## src/rtl/wsg_pkg.sv

```systemverilog
package wsg_pkg;
  localparam int REGION_W = 3;

  typedef enum logic [REGION_W-1:0] {
    RGN_PM  = 3'd0,
    RGN_DM  = 3'd1,
    RGN_IO0 = 3'd2,
    RGN_IO1 = 3'd3,
    RGN_IO2 = 3'd4,
    RGN_IO3 = 3'd5
  } region_e;

  localparam int FLD_PM  = 0;
  localparam int FLD_DM  = 1;
  localparam int FLD_IO0 = 2;
endpackage

```

## src/rtl/wsg_regs.sv

```systemverilog
module wsg_regs #(
  parameter int REG_W   = 16,
  parameter int FIELD_W = 3,
  parameter int NUM_IO  = 4
) (
  input  logic                               clk,
  input  logic                               rst,
  input  logic                               wr_en,
  input  logic                               addr,
  input  logic [REG_W-1:0]                   wdata,
  output logic [REG_W-1:0]                   rdata,
  output logic [(NUM_IO+2)*FIELD_W-1:0]      fields_o,
  output logic                               mode_o
);
  import wsg_pkg::*;
  localparam int NUM_FLD  = NUM_IO + 2;
  localparam int MODE_BIT = REG_W - 1;
  localparam int IO_TOP   = NUM_IO * FIELD_W;

  logic [FIELD_W-1:0] fld [NUM_FLD];
  logic               mode_q;
  logic [REG_W-1:0]   word_io, word_mem;

  always_comb begin
    word_io = '0;
    for (int i = 0; i < NUM_IO; i++)
      word_io[i*FIELD_W +: FIELD_W] = fld[FLD_IO0+i];
    word_io[MODE_BIT] = mode_q;
    word_mem = '0;
    word_mem[0 +: FIELD_W]       = fld[FLD_PM];
    word_mem[FIELD_W +: FIELD_W] = fld[FLD_DM];
  end

  always_ff @(posedge clk) begin
    if (rst) begin
      for (int k = 0; k < NUM_FLD; k++) fld[k] <= '1;
      mode_q <= 1'b0;
      rdata  <= '0;
    end else begin
      rdata <= addr ? word_mem : word_io;
      if (wr_en) begin
        if (!addr) begin
          for (int i = 0; i < NUM_IO; i++)
            fld[FLD_IO0+i] <= wdata[i*FIELD_W +: FIELD_W];
          mode_q <= wdata[MODE_BIT];
        end else begin
          fld[FLD_PM] <= wdata[0 +: FIELD_W];
          fld[FLD_DM] <= wdata[FIELD_W +: FIELD_W];
        end
      end
    end
  end

  for (genvar g = 0; g < NUM_FLD; g++) begin : g_flat
    assign fields_o[g*FIELD_W +: FIELD_W] = fld[g];
  end
  assign mode_o = mode_q;

  assert_rsvd_zero_R6: assert property (@(posedge clk) disable iff (rst)
    rdata[MODE_BIT-1:IO_TOP] == '0);

  assert_mode_write_R1: assert property (@(posedge clk) disable iff (rst)
    (wr_en && !addr) |=> (mode_o == $past(wdata[MODE_BIT])));
endmodule

```

## src/rtl/wsg_calc.sv

```systemverilog
module wsg_calc #(
  parameter int FIELD_W  = 3,
  parameter int NUM_IO   = 4,
  parameter int REGION_W = 3
) (
  input  logic [(NUM_IO+2)*FIELD_W-1:0] fields_i,
  input  logic                          mode_i,
  input  logic [REGION_W-1:0]           region_i,
  output logic [FIELD_W:0]              wait_o
);
  localparam int NUM_FLD = NUM_IO + 2;

  logic [FIELD_W-1:0] sel;
  logic               hit;

  always_comb begin
    sel = '0;
    hit = 1'b0;
    for (int k = 0; k < NUM_FLD; k++) begin
      if (region_i == REGION_W'(k)) begin
        sel = fields_i[k*FIELD_W +: FIELD_W];
        hit = 1'b1;
      end
    end
    if (!hit)        wait_o = '0;
    else if (mode_i) wait_o = {sel, 1'b1};
    else             wait_o = {1'b0, sel};
  end
endmodule

```

## src/rtl/wsg_seq.sv

```systemverilog
module wsg_seq #(
  parameter int CNT_W = 4
) (
  input  logic             clk,
  input  logic             rst,
  input  logic             req,
  input  logic [CNT_W-1:0] wait_i,
  output logic             busy,
  output logic             done
);
  localparam logic [CNT_W-1:0] ONE = CNT_W'(1);

  logic [CNT_W-1:0] left;

  always_ff @(posedge clk) begin
    if (rst) begin
      busy <= 1'b0;
      done <= 1'b0;
      left <= '0;
    end else if (busy) begin
      if (left == ONE) begin
        busy <= 1'b0;
        done <= 1'b1;
      end
      left <= left - ONE;
    end else begin
      done <= 1'b0;
      if (req) begin
        if (wait_i == '0) begin
          done <= 1'b1;
        end else begin
          busy <= 1'b1;
          left <= wait_i;
        end
      end
    end
  end

  assert_busy_done_excl_R4: assert property (@(posedge clk) disable iff (rst)
    !(busy && done));

  assert_stall_ends_done_R2: assert property (@(posedge clk) disable iff (rst)
    $fell(busy) |-> done);

  assert_busy_ignores_req_R8: assert property (@(posedge clk) disable iff (rst)
    (busy && left > ONE) |=> (busy && left == $past(left) - ONE));

  assert_zero_wait_R4: assert property (@(posedge clk) disable iff (rst)
    (!busy && req && wait_i == '0) |=> (done && !busy));
endmodule

```

## src/rtl/wait_state_gen.sv

```systemverilog
module wait_state_gen #(
  parameter int REG_W    = 16,
  parameter int FIELD_W  = 3,
  parameter int NUM_IO   = 4,
  parameter int REGION_W = 3
) (
  input  logic                clk,
  input  logic                rst,
  input  logic                cfg_wr_en,
  input  logic                cfg_addr,
  input  logic [REG_W-1:0]    cfg_wdata,
  output logic [REG_W-1:0]    cfg_rdata,
  input  logic                acc_req,
  input  logic [REGION_W-1:0] acc_region,
  output logic                acc_busy,
  output logic                acc_done
);
  localparam int NUM_FLD  = NUM_IO + 2;
  localparam int CNT_W    = FIELD_W + 1;
  localparam int FLD_MAX  = (1 << FIELD_W) - 1;

  logic [NUM_FLD*FIELD_W-1:0] fields;
  logic                       mode;
  logic [CNT_W-1:0]           wait_cyc;

  wsg_regs #(.REG_W(REG_W), .FIELD_W(FIELD_W), .NUM_IO(NUM_IO)) regs_i (
    .clk(clk), .rst(rst), .wr_en(cfg_wr_en), .addr(cfg_addr),
    .wdata(cfg_wdata), .rdata(cfg_rdata), .fields_o(fields), .mode_o(mode)
  );

  wsg_calc #(.FIELD_W(FIELD_W), .NUM_IO(NUM_IO), .REGION_W(REGION_W)) calc_i (
    .fields_i(fields), .mode_i(mode), .region_i(acc_region), .wait_o(wait_cyc)
  );

  wsg_seq #(.CNT_W(CNT_W)) seq_i (
    .clk(clk), .rst(rst), .req(acc_req), .wait_i(wait_cyc),
    .busy(acc_busy), .done(acc_done)
  );

  assert_mode0_range_R2: assert property (@(posedge clk) disable iff (rst)
    !mode |-> (wait_cyc <= CNT_W'(FLD_MAX)));

  assert_mode1_odd_R3: assert property (@(posedge clk) disable iff (rst)
    (mode && acc_region < REGION_W'(NUM_FLD)) |-> wait_cyc[0]);

  assert_accept_R7: assert property (@(posedge clk) disable iff (rst)
    (acc_req && !acc_busy && wait_cyc != '0) |=> acc_busy);
endmodule

```

## config.mk

```make
export PLATFORM = sky130hd
export DESIGN_NAME = wait_state_gen
export DESIGN_NICKNAME = d
export VERILOG_FILES = /design/src/rtl/wsg_pkg.sv /design/src/rtl/wsg_regs.sv /design/src/rtl/wsg_calc.sv /design/src/rtl/wsg_seq.sv /design/src/rtl/wait_state_gen.sv
export SDC_FILE = /design/constraint.sdc
export NUM_CORES = 1
export LEC_CHECK = 0
export ABC_AREA = 0
export BUFFER_PORTS_ARGS = -buffer_cell sky130_fd_sc_hd__buf_2
export CORE_MARGIN = 5
export CORE_UTILIZATION = 30
export DETAILED_ROUTE_END_ITERATION = 8
export PLACE_DENSITY = 0.49
export SYNTH_ARGS = -nofsm -noshare
export SYNTH_HDL_FRONTEND = slang
export SYNTH_SLANG_ARGS = --single-unit
```

## constraint.sdc

```tcl
create_clock -name clk -period 2.6 [get_ports clk]
set_clock_uncertainty 0.15 [all_clocks]
set_input_delay 0.78 -clock clk [delete_from_list [all_inputs] [get_ports clk]]
set_output_delay 0.78 -clock clk [all_outputs]
set_load 0.05 [all_outputs]
```

==> results of run 1 <==
[through the flow]
stage                     utilization  TNS [ps]  total power (W)  instance area [µm²]  setup WS, ps
after floorplan                     -         0         0.000933                 1800          49.4
after global placement          0.360     -49.9          0.00102                 2110         -49.9
after detailed placement        0.360     -44.9          0.00102                 2110         -44.9
after CTS                       0.374         0          0.00141                 2190           238
after global routing            0.374         0          0.00147                 2190           171
final                           0.374         0          0.00138                 2190           228
[registers in the layout, indices dropped and copies added (netlist names)]
name and count:
regs_i.fld 18, regs_i.mode_o 1, regs_i.rdata 13, seq_i.busy 1, seq_i.done 1, seq_i.left 4
[cell usage in the layout, fill, tap and decap left out, types with 3 or more instances in the layout]
cell | Yosys | routed
o21ai_0 | 4 | 4
buf_4 | 5 | 14
nor2_1 | 17 | 17
nor3_1 | 3 | 3
mux2i_1 | 9 | 9
nand2b_1 | 12 | 12
or3_1 | 6 | 6
a31oi_1 | 4 | 4
clkbuf_8 | 0 | 5
and2_1 | 9 | 9
conb_1 | 1 | 3
buf_2 | 1 | 35
edfxtp_1 | 18 | 18
inv_1 | 7 | 7
nand2_1 | 13 | 13
dfxtp_1 | 20 | 20
[worst max-delay path, cell delays in order]
cell	delay (ps)
buf_2	170
and4bb_1	230
a211o_1	290
o31a_1	320
o41a_1	410
o211a_1	200
[cells by family (layout without fill, tap and decap cells)]
kind of cell / Yosys count / count (layout) / share of synthesized area
AND/OR/NAND/NOR: 71 / 71 / 0.211
buffers and inverters: 19 / 64 / 0.0510
adder cells (fa/ha/maj): 2 / 2 / 0.0140
XOR/XNOR: 1 / 1 / 0.00489
AO/OA/AOI/OAI: 26 / 26 / 0.108
flip-flops: 38 / 38 / 0.525
multiplexers: 12 / 12 / 0.0838
other: 1 / 3 / 0.00209
[cell type report]
class / count / area (µm²) / area share
well taps: 75 / 93.8 / 0.0429
repair buffers: 49 / 280 / 0.128
clock buffers: 6 / 72.6 / 0.0331
multi-input cells: 115 / 767 / 0.350
clock inverters: 2 / 8.76 / 0.00400
flip-flops and latches: 38 / 941 / 0.430
inverters: 7 / 26.3 / 0.0120
[power breakdown]
| part | total, W | internal [W] | switching (W) |
|---|---|---|---|
| Combinational | 0.000284 | 0.000109 | 0.000175 |
| Sequential | 0.000717 | 0.000679 | 0.0000378 |
| Clock | 0.000384 | 0.000184 | 0.000199 |
[worst paths after layout]
kind	end	slack [ps]	cells after the start
setup / recovery	seq_i.left[0]$_SDFFE_PP0P_	230	6
hold reg to reg	regs_i.rdata[7]$_SDFF_PP0_	330	1
hold / removal	regs_i.rdata[7]$_SDFF_PP0_	330	1
setup reg to reg	seq_i.left[0]$_SDFFE_PP0P_	510	5
[metal layers]
layer / vias up / track usage / wire length [µm]
li1: 690 / - / -
met1: 629 / 0.139 / 1690
met2: 29 / 0.175 / 1850
met3: 6 / 0.0341 / 220
met4: 0 / 0.0335 / 53
met5: - / 0 / 0
==> results.json, run 1 <==
{
  "syn_area_per_cell_um2": 10.5,
  "p_leak_nw": 0.930,
  "hold_buffers": 0,
  "holdCritPathClass": "flop to flop",
  "cts_sinks": 38,
  "rsz0062_at_grt": "no",
  "portBuffers": 35,
  "numCtsBuffers": 5,
  "final-setup-viol-count": 0,
  "dp_hpwl_mm": 3.07,
  "cp_max_fo": 9,
  "diodes": 0,
  "cts.clk_slew.worst_paths_ps": 70,
  "dr.pass1.iters": 4,
  "die_x_um": 87.3,
  "final_hold_viol_count": 0,
  "drt_wl_total_mm": 3.81,
  "start_kind": "input pin",
  "hold_path_startpoint": "regs_i.fld[0][13]$_SDFFCE_PN1P_",
  "synth_ff_type": "dfxtp_1",
  "synth_edf_count": 18,
  "ant_nets": 0,
  "synth_top_area_frac": 0.302,
  "dieArea_um2": 7620,
  "synth_seq_area_share": 0.525,
  "max_freq_mhz": 422,
  "crit_arrival_ps": 2400,
  "cts_root_buf": "clkbuf_8",
  "synth-warning-count": 0,
  "synth-async-reset-ratio": 0,
  "grt_pass1_vias": 1387,
  "synth-seq-cells": 38,
  "power_density_nw_per_um2": 633,
  "start_util": 0.306,
  "core_area_um2": 5850,
  "route.detailed.drc": 0,
  "fill_cells": 609,
  "syn-cell-area_um2": 1790,
  "fin_cells": 292,
  "io_pins": 42,
  "netlist_top_cells_area": "edfxtp_1 30%, dfxtp_1 22%, mux2i_1 5.0%",
  "cts_tree": "built",
  "period_needed_ps": 2370,
  "grt_antenna_before_repair": 0,
  "grt_overflow": 0,
  "wl_per_cell_um": 13.1,
  "grt_max_degree": 14,
  "critPathKind": "input pin to flop",
  "fp-row-count": 28,
  "required_ps": 2630,
  "cts_buffer_depth": 2,
  "synthCells": 170,
  "grt_pass1_wl_mm": 6.46,
  "drive_gt1_frac": 0.263,
  "slew_violations": 0,
  "clk_latency_ps": 280,
  "grt_use_total": 0.109,
  "crit_path_end_kind": "flop",
  "postCtsSetupRepairBufs": 0,
  "hold_ws_ps": 328,
  "die_y_um": 87.3,
  "cts_resized": 0,
  "post-route-period-util": 0.912,
  "outcome": "complete, no violations",
  "syn2layout_area_growth_pct": 22.2,
  "synth_top_cell_by_area": "edfxtp_1",
  "synth_most_common_cell": "dfxtp_1",
  "initialDrtViolationCount": 53,
  "peakVddDrop_uv": 217,
  "dr_total_vias": 1354,
  "htree_levels": 2,
  "regToRegStartpoint": "regs_i.fld[0][6]$_SDFFCE_PN1P_",
  "fin_nets": 242,
  "vias_per_cell": 4.64,
  "gp_congestion": 0.809,
  "synth_cell_types": 46,
  "crit_start": "acc_region[0]",
  "dp.cells": 284,
  "synthTopCellsByCount": "20 x dfxtp_1, 18 x edfxtp_1, 17 x nor2_1",
  "max_cap_violations": 0
}
Power figures use the tool's default switching activity.
==> inputs of run 2 (changes only) <==
- CORE_UTILIZATION: 30 -> 47
- PLACE_DENSITY: 0.49 -> 0.72
==> run 2 against run 1 <==
  * Register-to-register slack got worse by 30 ps
  * Non-clock buffer count is 2 lower
  * Highest routed layer unchanged
  * Sequential share of layout area decreased by 0.24 points
  * Clock power rose by 58%
==> results.json, run 2 (same netlist as run 1, synthesis figures left out) <==
{
  "grt_use_total": 0.148,
  "holdCritPathClass": "flop to flop",
  "dpl_cell_area_um2": 2060,
  "postCtsSetupRepairBufs": 0,
  "route.detailed.drc": 0,
  "power.total_w": 0.00161,
  "crit_slowest_cell": "o41a_1",
  "gp_congestion": 0.811,
  "io_pins": 42,
  "required_ps": 2630,
  "grt_antenna_before_repair": 0,
  "fp-row-count": 22,
  "dr.pass1.iters": 4,
  "largest_register": "regs_i.fld",
  "portBuffers": 35,
  "largest_reg_flops": 18,
  "design_area_um2": 2200,
  "grt_pass1_vias": 1334,
  "cts.clk_slew.worst_paths_ps": 70,
  "fin_cells": 263,
  "met2_usage": 0.249,
  "dr_total_vias": 1379,
  "largestRegisters": "regs_i.fld: 18 flops, regs_i.rdata: 13 flops, seq_i.left: 4 flops",
  "grt.busiest_layer": "met2",
  "vias_per_cell": 5.24,
  "dp_hpwl_mm": 2.78,
  "cp_num_cells": 6,
  "grt_max_degree": 17,
  "seq_power_share": 0.446,
  "hold_ws_ps": 328,
  "power_density_nw_per_um2": 731,
  "layout_common_cells": "35 x buf_2, 20 x dfxtp_1, 18 x edfxtp_1, 17 x nor2_1, 13 x nand2_1",
  "cts_tree": "built",
  "critPathKind": "input pin to flop",
  "crit_chain": "buf_2, and4bb_1, a211o_1, o31a_1, o41a_1, o211a_1",
  "core_area_um2": 3690,
  "period_needed_ps": 2370,
  "cpPeakStageDelay_ps": 410,
  "drive_gt1_frac": 0.265,
  "p_sw_frac": 0.257,
  "start_util": 0.486,
  "cts_buffer_depth": 2,
  "final_hold_viol_count": 0,
  "hold_buffers": 0,
  "crit_family": "compound AO/OA/AOI/OAI gates",
  "htree_levels": 2,
  "dp.cells": 255,
  "slew_violations": 0,
  "post-route-period-util": 0.913,
  "diodes": 0,
  "p_int_w": 0.00120,
  "final-setup-viol-count": 0,
  "grt_overflow": 0,
  "cts_root_buf": "clkbuf_8",
  "die_x_um": 71.7,
  "grt_pass1_wl_mm": 5.96,
  "fin_nets": 240,
  "grtUsageMet3": 0.0365,
  "ant_nets": 0,
  "max_cap_violations": 0,
  "clk_latency_ps": 280,
  "max_freq_mhz": 421,
  "peakVddDrop_uv": 363,
  "outcome": "complete, no violations",
  "die_y_um": 71.7,
  "layout_commonest_cell": "buf_2",
  "p_leak_nw": 0.949,
  "rr_worst_depth": 5,
  "rsz0062_at_grt": "no",
  "drt_wl_total_mm": 3.60,
  "crit_arrival_ps": 2400,
  "syn2layout_area_growth_pct": 22.9,
  "cp_num_buf_inv": 1,
  "cts_resized": 0,
  "worstHoldPathCells": 1,
  "p_clk_frac": 0.378,
  "cts_sinks": 38,
  "use_met1": 0.184,
  "initialDrtViolationCount": 51,
  "crit_path_end_kind": "flop",
  "tns_ps": 0,
  "numCtsBuffers": 5,
  "wl_per_cell_um": 13.7,
  "start_kind": "input pin",
  "power_frac_comb": 0.177,
  "cp_max_fo": 8,
  "power_switching_w": 0.000414,
  "dieArea_um2": 5150
}
[run 2: cell types whose count changed in the layout (fill, tap and decap cells not counted)]
cell and change:
bufinv_16 +2, clkinv_2 -1, clkbuf_1 -1, clkinv_1 -1, buf_4 -2, clkbuf_8 +1
[run 2: final cells by class]
type,count,area [µm²]
Tap cell,48,60.1
Multi-Input combinational cell,115,767
Clock inverter,2,60.1
Timing Repair Buffer,47,265
Inverter,7,26.3
Clock buffer,6,82.6
Sequential cell,38,941
Fill cell,346,1490
[run 2: worst paths after layout]
| kind | start | end | slack, ps |
|---|---|---|---|
| worst max-delay path | acc_region[0] | seq_i.left[0]$_SDFFE_PP0P_ | 230 |
| worst min-delay path | regs_i.fld[0][13]$_SDFFCE_PN1P_ | regs_i.rdata[7]$_SDFF_PP0_ | 330 |
| worst max register to register | regs_i.fld[0][6]$_SDFFCE_PN1P_ | seq_i.left[0]$_SDFFE_PP0P_ | 480 |
| worst min register to register | regs_i.fld[0][13]$_SDFFCE_PN1P_ | regs_i.rdata[7]$_SDFF_PP0_ | 330 |
[run 2: metal layers]
metal / vias to the layer above / share of wire / wire length (µm)
li1: 689 / - / -
met1: 647 / 0.43 / 1550
met2: 41 / 0.51 / 1830
met3: 2 / 0.056 / 200
met4: 0 / 0.0047 / 17
met5: - / 0 / 0
[run 2: per-stage QoR]
step / utilization / setup slack (ps)
floorplan: - / 49.4
global placement: 0.558 / -31.6
detailed placement: 0.558 / -59.3
CTS: 0.597 / 231
global route: 0.597 / 167
finish: 0.597 / 227
[run 2: power by group through the flow]
| stage | registers, W | clock network, W | logic [W] |
|---|---|---|---|
| final | 0.000718 | 0.000608 | 0.000285 |
| after global routing | 0.000725 | 0.000643 | 0.000310 |
| after CTS | 0.000718 | 0.000615 | 0.000286 |
| after detailed placement | 0.000731 | 0 | 0.000285 |
| after global placement | 0.000727 | 0 | 0.000279 |
| after floorplan | 0.000776 | 0 | 0.000156 |
